==> src/rtl/opt_mgr_pkg.sv <==
package opt_mgr_pkg;

  localparam logic [31:0] OPT_KEY_FIRST  = 32'h0819_2A3B;
  localparam logic [31:0] OPT_KEY_SECOND = 32'h4C5D_6E7F;

  localparam logic [7:0] RDP_OPEN_VAL = 8'hAA;
  localparam logic [7:0] RDP_PERM_VAL = 8'hCC;

  typedef enum logic [1:0] {
    LVL_OPEN = 2'd0,
    LVL_MID  = 2'd1,
    LVL_PERM = 2'd2
  } prot_lvl_e;

  typedef enum logic [1:0] {
    KG_WAIT_A = 2'd0,
    KG_WAIT_B = 2'd1,
    KG_OPEN   = 2'd2,
    KG_DEAD   = 2'd3
  } key_st_e;

  typedef enum logic [1:0] {
    SQ_IDLE = 2'd0,
    SQ_MASS = 2'd1,
    SQ_OBER = 2'd2,
    SQ_OBPG = 2'd3
  } seq_st_e;

  function automatic prot_lvl_e lvl_of(input logic [7:0] b);
    if (b == RDP_OPEN_VAL)      return LVL_OPEN;
    else if (b == RDP_PERM_VAL) return LVL_PERM;
    else                        return LVL_MID;
  endfunction

endpackage

==> src/rtl/opt_key_gate.sv <==
module opt_key_gate
  import opt_mgr_pkg::*;
(
  input  logic        clk,
  input  logic        rst_n,
  input  logic        key_we,
  input  logic [31:0] key_wdata,
  input  logic        relock,
  output logic        unlocked
);

  key_st_e st_q, st_d;

  always_comb begin
    st_d = st_q;
    case (st_q)
      KG_WAIT_A: if (key_we) st_d = (key_wdata == OPT_KEY_FIRST)  ? KG_WAIT_B : KG_DEAD;
      KG_WAIT_B: if (key_we) st_d = (key_wdata == OPT_KEY_SECOND) ? KG_OPEN   : KG_DEAD;
      KG_OPEN: begin
        if (key_we)      st_d = KG_DEAD;
        else if (relock) st_d = KG_WAIT_A;
      end
      default:           st_d = KG_DEAD;
    endcase
  end

  always_ff @(posedge clk or negedge rst_n) begin
    if (!rst_n) st_q <= KG_WAIT_A;
    else        st_q <= st_d;
  end

  assign unlocked = (st_q == KG_OPEN);

endmodule

==> src/rtl/opt_rule_check.sv <==
module opt_rule_check
  import opt_mgr_pkg::*;
#(
  parameter int NSECT = 12
) (
  input  logic [7:0]       cur_rdp,
  input  logic [NSECT-1:0] cur_mask,
  input  logic             cur_mode,
  input  logic [7:0]       req_rdp,
  input  logic [NSECT-1:0] req_mask,
  input  logic             req_mode,
  output logic             refuse,
  output logic             erase
);

  prot_lvl_e old_lvl, new_lvl;
  logic      leave_perm;
  logic      drop_mode;
  logic      drop_sector;
  logic      open_step;

  always_comb begin
    old_lvl     = lvl_of(cur_rdp);
    new_lvl     = lvl_of(req_rdp);
    leave_perm  = (old_lvl == LVL_PERM) && (new_lvl != LVL_PERM);
    drop_mode   = cur_mode && !req_mode;
    drop_sector = cur_mode && req_mode && (|(cur_mask & ~req_mask));
    open_step   = (old_lvl == LVL_MID) && (new_lvl == LVL_OPEN);
    refuse      = leave_perm || ((drop_mode || drop_sector) && !open_step);
    erase       = !refuse && open_step;
  end

endmodule

==> src/rtl/opt_update_seq.sv <==
module opt_update_seq
  import opt_mgr_pkg::*;
#(
  parameter int NSECT    = 12,
  parameter int MASS_CYC = 16,
  parameter int OBER_CYC = 4,
  parameter int OBPG_CYC = 4
) (
  input  logic             clk,
  input  logic             rst_n,
  input  logic             go,
  input  logic             go_erase,
  input  logic [7:0]       req_rdp,
  input  logic [NSECT-1:0] req_mask,
  input  logic             req_mode,
  output logic [7:0]       cur_rdp,
  output logic [NSECT-1:0] cur_mask,
  output logic             cur_mode,
  output logic             busy,
  output logic             mass_act,
  output logic             done
);

  localparam int MAXC1 = (MASS_CYC > OBER_CYC) ? MASS_CYC : OBER_CYC;
  localparam int MAXC  = (MAXC1 > OBPG_CYC) ? MAXC1 : OBPG_CYC;
  localparam int CW    = (MAXC > 1) ? $clog2(MAXC) : 1;
  localparam logic [CW-1:0] MASS_LAST = CW'(MASS_CYC - 1);
  localparam logic [CW-1:0] OBER_LAST = CW'(OBER_CYC - 1);
  localparam logic [CW-1:0] OBPG_LAST = CW'(OBPG_CYC - 1);

  seq_st_e          st_q, st_d;
  logic [CW-1:0]    cnt_q, cnt_d;
  logic [7:0]       pend_rdp_q;
  logic [NSECT-1:0] pend_mask_q;
  logic             pend_mode_q;
  logic             pend_en;
  logic             commit;
  logic             done_d;

  // next state and phase counter
  always_comb begin
    st_d   = st_q;
    cnt_d  = cnt_q;
    commit = 1'b0;
    case (st_q)
      SQ_IDLE: begin
        if (go) begin
          st_d  = go_erase ? SQ_MASS : SQ_OBER;
          cnt_d = go_erase ? MASS_LAST : OBER_LAST;
        end
      end
      SQ_MASS: begin
        if (cnt_q == '0) begin
          st_d  = SQ_OBER;
          cnt_d = OBER_LAST;
        end else begin
          cnt_d = cnt_q - 1'b1;
        end
      end
      SQ_OBER: begin
        if (cnt_q == '0) begin
          st_d  = SQ_OBPG;
          cnt_d = OBPG_LAST;
        end else begin
          cnt_d = cnt_q - 1'b1;
        end
      end
      default: begin
        if (cnt_q == '0) begin
          st_d   = SQ_IDLE;
          cnt_d  = '0;
          commit = 1'b1;
        end else begin
          cnt_d = cnt_q - 1'b1;
        end
      end
    endcase
    pend_en = go && (st_q == SQ_IDLE);
    done_d  = commit;
  end

  always_ff @(posedge clk or negedge rst_n) begin
    if (!rst_n) begin
      st_q  <= SQ_IDLE;
      cnt_q <= '0;
      done  <= 1'b0;
    end else begin
      st_q  <= st_d;
      cnt_q <= cnt_d;
      done  <= done_d;
    end
  end

  // snapshot of the accepted request
  always_ff @(posedge clk or negedge rst_n) begin
    if (!rst_n) begin
      pend_rdp_q  <= '0;
      pend_mask_q <= '0;
      pend_mode_q <= 1'b0;
    end else if (pend_en) begin
      pend_rdp_q  <= req_rdp;
      pend_mask_q <= req_mask;
      pend_mode_q <= req_mode;
    end
  end

  // live option state, rewritten at the end of the programming phase
  always_ff @(posedge clk or negedge rst_n) begin
    if (!rst_n) begin
      cur_rdp  <= RDP_OPEN_VAL;
      cur_mask <= '1;
      cur_mode <= 1'b0;
    end else if (commit) begin
      cur_rdp  <= pend_rdp_q;
      cur_mask <= pend_mask_q;
      cur_mode <= pend_mode_q;
    end
  end

  assign busy     = (st_q != SQ_IDLE);
  assign mass_act = (st_q == SQ_MASS);

endmodule

==> src/rtl/opt_level_mgr.sv <==
module opt_level_mgr
  import opt_mgr_pkg::*;
#(
  parameter int NSECT    = 12,
  parameter int SECW     = $clog2(NSECT),
  parameter int MASS_CYC = 16,
  parameter int OBER_CYC = 4,
  parameter int OBPG_CYC = 4
) (
  input  logic             clk,
  input  logic             rst_n,
  input  logic             key_we,
  input  logic [31:0]      key_wdata,
  input  logic             relock,
  input  logic             start,
  input  logic [7:0]       req_rdp,
  input  logic [NSECT-1:0] req_mask,
  input  logic             req_mode,
  input  logic             rd_req,
  input  logic             rd_dport,
  input  logic [SECW-1:0]  rd_sector,
  output logic             opt_unlocked,
  output logic             opt_busy,
  output logic             mass_erase_act,
  output logic             upd_done,
  output logic             wrp_err,
  output logic             rd_err,
  output logic [1:0]       prot_level,
  output logic [7:0]       rdp_byte,
  output logic [NSECT-1:0] sect_mask,
  output logic             prot_mode,
  output logic [NSECT-1:0] sect_rdprot
);

  localparam int SPAN = 1 << SECW;

  logic            refuse, erase_need;
  logic            start_ok, go;
  logic            wrp_err_d, rd_err_d;
  logic [SPAN-1:0] prot_ext;

  opt_key_gate u_keys (
    .clk       (clk),
    .rst_n     (rst_n),
    .key_we    (key_we),
    .key_wdata (key_wdata),
    .relock    (relock),
    .unlocked  (opt_unlocked)
  );

  opt_rule_check #(.NSECT(NSECT)) u_rules (
    .cur_rdp  (rdp_byte),
    .cur_mask (sect_mask),
    .cur_mode (prot_mode),
    .req_rdp  (req_rdp),
    .req_mask (req_mask),
    .req_mode (req_mode),
    .refuse   (refuse),
    .erase    (erase_need)
  );

  opt_update_seq #(
    .NSECT    (NSECT),
    .MASS_CYC (MASS_CYC),
    .OBER_CYC (OBER_CYC),
    .OBPG_CYC (OBPG_CYC)
  ) u_seq (
    .clk      (clk),
    .rst_n    (rst_n),
    .go       (go),
    .go_erase (erase_need),
    .req_rdp  (req_rdp),
    .req_mask (req_mask),
    .req_mode (req_mode),
    .cur_rdp  (rdp_byte),
    .cur_mask (sect_mask),
    .cur_mode (prot_mode),
    .busy     (opt_busy),
    .mass_act (mass_erase_act),
    .done     (upd_done)
  );

  always_comb begin
    start_ok    = start && opt_unlocked && !opt_busy;
    go          = start_ok && !refuse;
    wrp_err_d   = start_ok && refuse;
    prot_level  = lvl_of(rdp_byte);
    sect_rdprot = prot_mode ? sect_mask : '0;
    prot_ext    = SPAN'(sect_rdprot);
    rd_err_d    = rd_req && rd_dport && prot_ext[rd_sector];
  end

  always_ff @(posedge clk or negedge rst_n) begin
    if (!rst_n) begin
      wrp_err <= 1'b0;
      rd_err  <= 1'b0;
    end else begin
      wrp_err <= wrp_err_d;
      rd_err  <= rd_err_d;
    end
  end

endmodule

==> config.mk <==
export PLATFORM = sky130hd
export DESIGN_NAME = opt_level_mgr
export DESIGN_NICKNAME = d
export VERILOG_FILES = /design/src/rtl/opt_mgr_pkg.sv /design/src/rtl/opt_key_gate.sv /design/src/rtl/opt_rule_check.sv /design/src/rtl/opt_update_seq.sv /design/src/rtl/opt_level_mgr.sv
export SDC_FILE = /design/constraint.sdc
export NUM_CORES = 1
export LEC_CHECK = 0
export BUFFER_PORTS_ARGS = -buffer_cell sky130_fd_sc_hd__clkbuf_2
export CAP_MARGIN = 25
export CORE_ASPECT_RATIO = 1.4
export CORE_MARGIN = 4
export CORE_UTILIZATION = 39
export DETAILED_ROUTE_END_ITERATION = 8
export PLACE_DENSITY = 0.66
export SYNTH_ARGS = -nofsm -noshare
export SYNTH_HDL_FRONTEND = slang
export SYNTH_SLANG_ARGS = --single-unit
==> constraint.sdc <==
create_clock -name clk -period 7.2 [get_ports clk]
set_clock_uncertainty 0.2 [all_clocks]
set_input_delay 0.36 -clock clk [delete_from_list [all_inputs] [get_ports clk]]
set_output_delay 0.36 -clock clk [all_outputs]
set_load 0.02 [all_outputs]
==> impl_metrics.ini <==
[finish]
area_delta_synth_final_pct = 25.4
drive_above_1_share = 0.469
n_fill_cell = 665
final_cells = 438
num_antenna_cells = 0
final_util = 0.500
final_nets = 411
multi_input_area_um2 = 1300
final-seq-area_um2 = 1350

[grt]
grtUsageTotal = 0.157
grt_pass1_wl_mm = 10.6
first_global_vias = 2363
antenna_found_initial = 0
grt_remaining_overflow = 0
grt_max_degree = 54

[yosys]
avgSynthCellArea_um2 = 11.8
synthFlopType = dfrtp_1
synth_top_area_frac = 0.335
ys_seq_area_frac = 0.487
synth_nets = 304
synth_top_area_cell = dfrtp_1
yosysWarnings = 0
ys_ff_latch = 53
netlist_top_cells_area = dfrtp_1, dfstp_2, mux2_2
synthCells = 235
synth_cell_type_count = 48
synth-async-reset-ratio = 1.00
synth-edff-count = 0
synth_area_um2 = 2770
ys_top_cells_by_count = dfrtp_1, inv_1, dfstp_2
synth_most_common_cell = dfrtp_1

[pwr]
p_sw_w = 0.000448
worst_ir_drop_vdd_mv = 0.104
switching_share = 0.393
seq_power_share = 0.439
power_density_nw_per_um2 = 329
p_comb_frac = 0.421
leakage_nw = 1.68
clkPwrFrac = 0.141
cellInternalPower_w = 0.000693

[route]
vias_per_cell = 5.15
remaining_drc_errors = 0
first_iter_violations = 61
vias = 2255
ant_nets = 0
routed_wl_mm = 6.55
dr.pass1.iters = 4
wl_per_cell_um = 15.0

[cts]
cts.sinks = 53
ctsHoldBuffers = 1
cts_buffers = 5
clock_path_buffers = 2
cts_tree = built
root_buffer = clkbuf_8
clk_latency_ns = 0.30
cts.htree.levels = 2
post-cts-setup-buffers = 0
post_cts_resized = 0
clk_pin_slew_ns = 0.09

[timing]
final.min_clock_period_ns = 2.70
tightest_slew_ns = 0.659
fin_ws_ns = 4.50
slew_viol_final = 0
max_freq_mhz = 370
period_share = 0.375
setup_viol = 0
relSlewSlack = 0.559
setup_tns_ns = 0
finalHoldViolCount = 0
rsz0062_at_grt = false

[die]
top_level_ports = 105
core_um2 = 6940
die-area_um2 = 8520
start_util = 0.399
row_count = 36
die_h_um = 108
die-width_um = 79.2

[setup_path]
crit_type = flip-flop to flip-flop
crit_chain = inv_1 > ha_1 > and3_1 > a32oi_4 > nand2_2 > nor2_1 > o221ai_1
worstPathArrival_ns = 2.65
path_max_fanout = 24
cp_num_cells = 7
crit_family = simple AND/OR/NAND/NOR gates
worst_setup_path_start_kind = flip-flop
rrSetupSlack_ns = 4.50
end_kind = flip-flop
r2r_cells = 7
path_buf_inv = 1
slowest_stage = nand2_2
crit_path_max_incr_delay_ns = 0.43
cp.required_ns = 7.15

[status]
status = finished clean

[job]
max_cap_viol_count = 0

[place]
place_congestion = 0.800
placedCellCount = 429
dp_hpwl_mm = 5.14
dp_slack_ns = 4.49
portBuffers = 104

[hold_path]
hold_depth = 2
holdCritPathClass = input port to flip-flop
==> worst paths after layout <==
path                                       start               endpoint
setup / recovery                   u_seq.st_q[0]         u_seq.cnt_q[3]
hold / removal                      req_mask[10]  u_seq.pend_mask_q[10]
setup reg to reg                   u_seq.st_q[0]         u_seq.cnt_q[3]
hold reg to reg            u_seq.pend_mask_q[10]     u_seq.cur_mask[10]
max in group asynchronous                  rst_n    u_seq.pend_rdp_q[5]
min in group asynchronous                  rst_n             u_seq.done
==> per-stage QoR <==
stage          instance area, um^2  hold WS [ns]  power (W)
2_1_floorplan                 2770        -0.136   0.000823
3_3_place_gp                  3370         0.258   0.000981
3_5_place_dp                  3370         0.271   0.000992
4_1_cts                       3470        0.0881    0.00116
5_1_grt                       3470        0.0850    0.00123
6_report                      3470        0.0971    0.00114
==> power by group through the flow <==
stage	combinational, W	clock, W	sequential, W
6_report	0.000480	0.000161	0.000501
5_1_grt	0.000529	0.000185	0.000520
3_5_place_dp	0.000484	0	0.000507
4_1_cts	0.000487	0.000169	0.000502
2_1_floorplan	0.000264	0	0.000559
3_3_place_gp	0.000478	0	0.000503
==> registers in the layout (all words and copies together), names as in the netlist, 2 cells and up <==
signal             cells
u_seq.pend_rdp_q       8
u_seq.cnt_q            4
u_seq.cur_rdp          8
u_seq.cur_mask        12
u_seq.pend_mask_q     12
u_seq.st_q             2
u_keys.st_q            2
==> layout by cell type (no fill, tap or decap), types with 3 or more instances in the layout <==
cell type / n
o21ai_0: 8
nor2_1: 10
inv_1: 20
mux2_2: 15
nand4bb_1: 3
mux4_2: 3
clkbuf_2: 104
a21oi_1: 5
dfstp_2: 16
clkbuf_8: 5
o22ai_1: 7
a31oi_1: 3
ha_1: 5
mux2_1: 11
dfrtp_1: 37
nor3_1: 3
nand2_1: 14
mux2_4: 10
and2_1: 13
mux2i_1: 3
nor4_1: 5
nand4_1: 4
==> worst register-to-register path: stages (launching register included) <==
cell and delay [ns]:
dfrtp_1 0.41, inv_1 0.09, ha_1 0.30, and3_1 0.22
a32oi_4 0.28, nand2_2 0.43, nor2_1 0.44, o221ai_1 0.18
==> logic make-up after synthesis <==
kind of cell / share of synthesized area
adders and majority gates: 0.0226
buffers and inverters: 0.0439
and+or+nand+nor: 0.159
muxes: 0.195
AOI/OAI and AO/OA: 0.0923
DFF: 0.487
==> layer usage <==
| layer | vias to the layer above | share of wire | wire, um | GRT usage |
|---|---|---|---|---|
| met1 | 1074 | 0.41 | 2680 | 0.179 |
| li1 | 1065 | - | - | - |
| met5 | - | 0 | 0 | 0 |
| met2 | 104 | 0.48 | 3170 | 0.280 |
| met3 | 12 | 0.089 | 584 | 0.0436 |
| met4 | 0 | 0.018 | 121 | 0.0491 |
==> area by class of cell <==
cell class,count,share of cell area
sequential,53,0.388
multi-input combinational,155,0.374
timing repair buffer,107,0.157
tap,95,0.0343
clock buffer,7,0.0220
inverter,20,0.0216
clock inverter,1,0.00216
No activity file was read; power rests on OpenSTA's default activity.
